## config.mk

```make
export PLATFORM = sky130hd
export DESIGN_NAME = lit_timer
export DESIGN_NICKNAME = d
export VERILOG_FILES = /design/src/rtl/lit_pkg.sv /design/src/rtl/lit_prescaler.sv /design/src/rtl/lit_countdown.sv /design/src/rtl/lit_deadline.sv /design/src/rtl/lit_timer.sv
export SDC_FILE = /design/constraint.sdc
export NUM_CORES = 1
export LEC_CHECK = 0
export CAP_MARGIN = 5
export CORE_MARGIN = 2
export CORE_UTILIZATION = 45
export CTS_BUF_LIST = sky130_fd_sc_hd__clkbuf_2
export DETAILED_ROUTE_END_ITERATION = 16
export DONT_BUFFER_PORTS = 1
export PLACE_DENSITY_LB_ADDON = 0.05
export REMOVE_ABC_BUFFERS = 1
export SYNTH_ARGS = -nofsm -noshare
export SYNTH_HDL_FRONTEND = slang
export SYNTH_HIERARCHICAL = 1
export SYNTH_SLANG_ARGS = --single-unit
```

## constraint.sdc

```tcl
create_clock -name clk_i -period 3.9 [get_ports clk_i]
set_input_delay 0.585 -clock clk_i [delete_from_list [all_inputs] [get_ports clk_i]]
set_output_delay 0.585 -clock clk_i [all_outputs]
set_load 0.1 [all_outputs]
```

## src/rtl/lit_pkg.sv

```systemverilog
package lit_pkg;
  typedef enum logic [1:0] {
    MODE_ONESHOT  = 2'd0,
    MODE_PERIODIC = 2'd1,
    MODE_DEADLINE = 2'd2
  } lit_mode_e;

  localparam int LIT_A_CTL  = 0;
  localparam int LIT_A_DIV  = 1;
  localparam int LIT_A_INIT = 2;
  localparam int LIT_A_CUR  = 3;
  localparam int LIT_A_DL   = 4;

  localparam int LIT_PRE_W  = 7;   // largest divide is 2^7
  localparam int LIT_CODE_W = 3;
  localparam int LIT_CTL_W  = 11;  // vector[7:0], mask[8], mode[10:9]
  localparam int LIT_MASK_B = 8;
endpackage

```

## src/rtl/lit_prescaler.sv

```systemverilog
module lit_prescaler
  import lit_pkg::*;
(
  input  logic                  clk_i,
  input  logic                  rst_ni,
  input  logic                  clr_i,
  input  logic [LIT_CODE_W-1:0] code_i,
  output logic                  tick_o
);
  logic [LIT_PRE_W-1:0]  pcnt_q;
  logic [LIT_PRE_W-1:0]  sel_mask;
  logic [LIT_CODE_W-1:0] shift;

  assign shift = code_i + LIT_CODE_W'(1);  // code 7 wraps to shift 0

  for (genvar i = 0; i < LIT_PRE_W; i++) begin : g_mask
    assign sel_mask[i] = (LIT_CODE_W'(i) < shift);
  end

  assign tick_o = &(pcnt_q | ~sel_mask);

  always_ff @(posedge clk_i or negedge rst_ni) begin
    if (!rst_ni)    pcnt_q <= '0;
    else if (clr_i) pcnt_q <= '0;
    else            pcnt_q <= pcnt_q + LIT_PRE_W'(1);
  end
endmodule

```

## src/rtl/lit_countdown.sv

```systemverilog
module lit_countdown #(
  parameter int DW = 32
) (
  input  logic          clk_i,
  input  logic          rst_ni,
  input  logic          load_i,
  input  logic [DW-1:0] load_val_i,
  input  logic [DW-1:0] reload_i,
  input  logic          tick_i,
  input  logic          run_i,
  input  logic          periodic_i,
  output logic [DW-1:0] cur_o,
  output logic          fire_o
);
  logic [DW-1:0] cur_q;
  logic          step;

  assign step   = !load_i && run_i && tick_i && (cur_q != '0);
  assign fire_o = step && (cur_q == DW'(1));
  assign cur_o  = cur_q;

  always_ff @(posedge clk_i or negedge rst_ni) begin
    if (!rst_ni)     cur_q <= '0;
    else if (load_i) cur_q <= load_val_i;
    else if (step) begin
      if (cur_q == DW'(1)) cur_q <= periodic_i ? reload_i : '0;
      else                 cur_q <= cur_q - DW'(1);
    end
  end
endmodule

```

## src/rtl/lit_deadline.sv

```systemverilog
module lit_deadline #(
  parameter int DW = 32
) (
  input  logic          clk_i,
  input  logic          rst_ni,
  input  logic          wr_i,
  input  logic [DW-1:0] wr_val_i,
  input  logic          arm_i,
  input  logic [DW-1:0] ts_i,
  output logic [DW-1:0] dl_o,
  output logic          fire_o
);
  logic [DW-1:0] dl_q;

  assign fire_o = !wr_i && arm_i && (dl_q != '0) && (ts_i >= dl_q);
  assign dl_o   = dl_q;

  always_ff @(posedge clk_i or negedge rst_ni) begin
    if (!rst_ni)     dl_q <= '0;
    else if (wr_i)   dl_q <= wr_val_i;
    else if (fire_o) dl_q <= '0;
  end
endmodule

```

## src/rtl/lit_timer.sv

```systemverilog
module lit_timer
  import lit_pkg::*;
#(
  parameter int DW = 32,
  parameter int AW = 3
) (
  input  logic          clk_i,
  input  logic          rst_ni,
  input  logic          reg_we_i,
  input  logic [AW-1:0] reg_addr_i,
  input  logic [DW-1:0] reg_wdata_i,
  output logic [DW-1:0] reg_rdata_o,
  input  logic [DW-1:0] ts_i,
  output logic          irq_o,
  output logic [7:0]    irq_vec_o
);
  localparam logic [DW-1:0] CTL_MASK = DW'({LIT_CTL_W{1'b1}});
  localparam logic [DW-1:0] DIV_MASK = DW'(4'hB);

  logic [DW-1:0] ctl_q, div_q, init_q;
  logic [DW-1:0] cur_q, dl_q;
  logic          wr_ctl, wr_div, wr_init, wr_dl;
  logic          tick, fire_cd, fire_dl;
  logic          irq_q;
  logic [7:0]    vec_q;
  lit_mode_e     mode;

  assign wr_ctl  = reg_we_i && (reg_addr_i == AW'(LIT_A_CTL));
  assign wr_div  = reg_we_i && (reg_addr_i == AW'(LIT_A_DIV));
  assign wr_init = reg_we_i && (reg_addr_i == AW'(LIT_A_INIT));
  assign wr_dl   = reg_we_i && (reg_addr_i == AW'(LIT_A_DL));
  assign mode    = lit_mode_e'(ctl_q[10:9]);

  always_ff @(posedge clk_i or negedge rst_ni) begin
    if (!rst_ni) begin
      ctl_q  <= '0;
      div_q  <= '0;
      init_q <= '0;
    end else begin
      if (wr_ctl)  ctl_q  <= reg_wdata_i & CTL_MASK;
      if (wr_div)  div_q  <= reg_wdata_i & DIV_MASK;
      if (wr_init) init_q <= reg_wdata_i;
    end
  end

  lit_prescaler u_pre (
    .clk_i  (clk_i),
    .rst_ni (rst_ni),
    .clr_i  (wr_init),
    .code_i ({div_q[3], div_q[1:0]}),
    .tick_o (tick)
  );

  lit_countdown #(.DW(DW)) u_cd (
    .clk_i      (clk_i),
    .rst_ni     (rst_ni),
    .load_i     (wr_init),
    .load_val_i (reg_wdata_i),
    .reload_i   (init_q),
    .tick_i     (tick),
    .run_i      (mode != MODE_DEADLINE),
    .periodic_i (mode == MODE_PERIODIC),
    .cur_o      (cur_q),
    .fire_o     (fire_cd)
  );

  lit_deadline #(.DW(DW)) u_dl (
    .clk_i    (clk_i),
    .rst_ni   (rst_ni),
    .wr_i     (wr_dl),
    .wr_val_i (reg_wdata_i),
    .arm_i    (mode == MODE_DEADLINE),
    .ts_i     (ts_i),
    .dl_o     (dl_q),
    .fire_o   (fire_dl)
  );

  always_ff @(posedge clk_i or negedge rst_ni) begin
    if (!rst_ni) begin
      irq_q <= 1'b0;
      vec_q <= '0;
    end else begin
      irq_q <= (fire_cd || fire_dl) && !ctl_q[LIT_MASK_B];
      if (fire_cd || fire_dl) vec_q <= ctl_q[7:0];
    end
  end

  assign irq_o     = irq_q;
  assign irq_vec_o = vec_q;

  always_comb begin
    unique case (reg_addr_i)
      AW'(LIT_A_CTL):  reg_rdata_o = ctl_q;
      AW'(LIT_A_DIV):  reg_rdata_o = div_q;
      AW'(LIT_A_INIT): reg_rdata_o = init_q;
      AW'(LIT_A_CUR):  reg_rdata_o = cur_q;
      AW'(LIT_A_DL):   reg_rdata_o = dl_q;
      default:         reg_rdata_o = '0;
    endcase
  end
endmodule

```

==> run summary <==
Drt total wl: 26.90 mm
Ys flop type: dfrtp_1
GRT Util Overall: 27.46%
First drt pass iteration count: 5
Sw Ratio: 47.88%
Relative slew slack: 23.58%
Clk Latency, worst-skew pair: 0.75 ns
WL met3: 1.233 mm
Placed cell area: 9030 sq um
Cells on Worst Hold Path: 2
Fin. Hold Viols: 0
HPWL Detailed: 18.62 mm
Power density cells: 579.4 nW/um^2
Critical path startpoint category: flop
Number of flops mapped to enable cells by yosys: 0
Clock skew: 0.05132 ns
Vias: 7224
DR WL met2: 13.14 mm
Outcome: finished, final reports clean
Synthesized cell area: 8414 sq um
Initial antenna violation count: 1
Commonest non-fill, non-tap cell in the layout: dfrtp_1
Fin. max-slew vios: 0
Critical Path End Type: flop
Share of the synthesized area in the top cell type: 37.47%
Final setup violation count: 0
Gate power share: 37.9%
Vias in the first global route: 7256
Post_cts resized: 0
Lkg Pwr: 0.004032 uW
Clock Sink Count: 126
H-tree depth: 4
TritonCTS Buffers: 17
Final net count: 1014
Reg power frac: 44.8%
Setup Crit Path Kind: reg2reg
Clk buf depth: 2
Hold_sp: reg_addr_i[1]
Clock group share of total power: 17.4%
Crit-path cells: inv_1 > ha_1 > a21oi_1 > o21ai_0 > a221oi_1 > a21oi_4 > or2_2 > nor2_1 > buf_4 > mux2_2
Width of the die: 140.7 microns
Largest stage delay, worst path: 0.69 ns
Maximum number of pins on one net before global-route repair: 127
CP Max Fanout: 5
Critical Path AT: 3.79 ns
Routability cong.: 0.9226
Yosys reg bits: 126
CORE AREA: 18520 sq um
Post-detailed-route DRC marker count: 0
Critical path's slowest cell: a221oi_1
TritonCTS clock tree: yes
YS warnings: 6
Rows: 50
Uppermost layer routed: met4
Clock transition at the registers of the reported paths: 0.21 ns
R2R depth: 10
R2R Setup Slk: 0.74 ns
Int Pwr: 2921 uW
RSZ-0062 raised after global routing: false
Fin crit share: 80.96%
Share of layout cells above drive strength 1: 20.09%
Sequential-to-total area share from yosys stat: 37.47%
CP delay by family, top: compound AO/OA/AOI/OAI gates
Setup Fix Bufs, Post-CTS: 0
Mean post-synth cell area: 9.818 sq um
Required time of the worst setup path: 4.54 ns
Via density: 6.244
R2r endpoint: irq_vec_o[2]$_DFFE_PN0N_
Hold EP: div_q[3]$_DFFE_PN0P_
Initial Utilization: 45.44%
Most frequent cells in the layout: dfrtp_1 (126), nand2_1 (86), buf_4 (54), a21oi_1 (45)
Synth area leaders: dfrtp_1 (37%), o41ai_2 (5.8%), mux2_1 (5.8%)
Port-buffer cells: 0
Tmin final: 3.157 ns
Met1 Wirelength: 11.90 mm
Finished Layout Cells: 1157
Final instance area: 9672 sq um
Worst min-delay path class: in2reg
Starting DRT DRC Count: 545
VDD IR max: 0.5554 mV
I/O pin count: 111
Asr flop ratio synth: 100.0%
Grt ovf: 0
Dpl cells: 1089
Worst-Margin Slew: 1.140 ns
Total die area: 19810 sq um
Max_cap viols: 0
DRT antenna net count: 0
WL per Instance: 23.25 microns
Sw Pwr: 2683 uW
CTS Root Cell: clkbuf_2
Achievable frequency: 316.7 MHz
# hold bufs at CTS: 34
Critical path buffers and inverters: 2
Area grow syn2layout: 14.94%
Distinct cells, synth: 69
Die H: 140.7 microns
Top cell type by total area after synthesis: dfrtp_1
RR Startpoint: u_dl/dl_o[27]$_DFFE_PN0P_
Global-route wire length before repair: 42.17 mm
Syn Inst Count: 857
-- worst max path at each step --
stage	slack, ns	depth (start not counted)	end	startpoint
floorplan	-1.64	8	irq_vec_o[0]$_DFFE_PN0N_	reg_addr_i[0]
global placement	0.66	9	irq_vec_o[6]$_DFFE_PN0N_	ts_i[27]
detailed placement	0.63	9	irq_vec_o[6]$_DFFE_PN0N_	ts_i[27]
CTS	0.71	10	irq_vec_o[2]$_DFFE_PN0N_	u_dl/dl_o[27]$_DFFE_PN0P_
global route	0.54	10	irq_vec_o[2]$_DFFE_PN0N_	u_dl/dl_o[25]$_DFFE_PN0P_
finish	0.74	10	irq_vec_o[2]$_DFFE_PN0N_	u_dl/dl_o[27]$_DFFE_PN0P_
-- worst reg2reg max path, cell delays in order, from the launching register on --
cell	delay, ns
dfrtp_1	0.43
inv_1	0.10
ha_1	0.32
a21oi_1	0.15
o21ai_0	0.12
a221oi_1	0.69
a21oi_4	0.10
or2_2	0.31
nor2_1	0.29
buf_4	0.22
mux2_2	0.34
-- stage by stage --
stage / utilization, % / power, uW / TNS (ns) / hold WS (ns) / worst slack, ns
6_report: 52.23 / 5604 / 0 / 0.09231 / 0.7425
5_1_grt: 52.22 / 5936 / 0 / 0.04980 / 0.5430
4_1_cts: 52.20 / 5628 / 0 / 0.04063 / 0.7070
3_5_place_dp: 48.76 / 4572 / 0 / 0.2965 / 0.6270
3_3_place_gp: 48.76 / 4507 / 0 / 0.2958 / 0.6630
2_1_floorplan: - / 3859 / -51.23 / 0.2894 / -1.641
-- cell families after synthesis --
family / after synthesis / synth area share, %
adders and majority gates: 36 / 5.353
AOI/OAI and AO/OA: 232 / 21.93
muxes: 98 / 12.48
xor gates and xnor gates: 17 / 1.769
DFF: 126 / 37.47
buffers and inverters: 101 / 5.531
and+or+nand+nor: 247 / 15.46
-- layout make-up --
cell class,instances,area (sq um)
Multi-Input combinational cell,630,5010
Inverter,45,168.9
Sequential cell,126,3153
Clock inverter,14,188.9
Fill cell,1706,8846
Antenna cell,2,5.005
Tap cell,234,292.8
Timing Repair Buffer,88,763.2
Clock buffer,18,90.09
-- flip-flops by register name, summed over array words and instances (netlist names) --
| register | cells |
|---|---|
| init_q | 32 |
| u_cd/cur_o | 32 |
| u_dl/dl_o | 32 |
| ctl_q | 11 |
| irq_vec_o | 8 |
| u_pre/pcnt_q | 7 |
| div_q | 3 |
| irq_o | 1 |
-- power groups by stage --
stage | registers (uW) | logic [uW] | clock network [uW]
5_1_grt | 2580 | 2300 | 1060
2_1_floorplan | 2350 | 1510 | 0
4_1_cts | 2510 | 2120 | 1000
3_3_place_gp | 2520 | 1990 | 0
6_report | 2510 | 2120 | 974
3_5_place_dp | 2530 | 2040 | 0
-- synthesized netlist by cell type, drive strengths merged, types with 3 or more instances --
cell,count
dfrtp,126
nand2,87
mux2,55
o21ai,53
a21oi,46
inv,44
mux2i,43
nor2,37
ha,36
o41ai,35
buf,31
clkbuf,25
nand3,22
nor3,22
nor4,22
nand4,21
o2bb2ai,21
o22ai,12
xnor2,12
a2bb2oi,11
nand2b,8
or3,8
a211o,7
a211oi,7
and3,7
a31oi,6
a21o,5
a22oi,5
xor2,5
a221oi,4
a221o,3
a311oi,3
nor2b,3
o211ai,3
o31ai,3
-- per-layer routing --
metal,track usage [%],up-vias
met5,0,-
met4,8.947,0
met3,4.586,37
met2,46.37,231
met1,36.12,3611
li1,-,3345
Power figures use the tool's default switching activity.
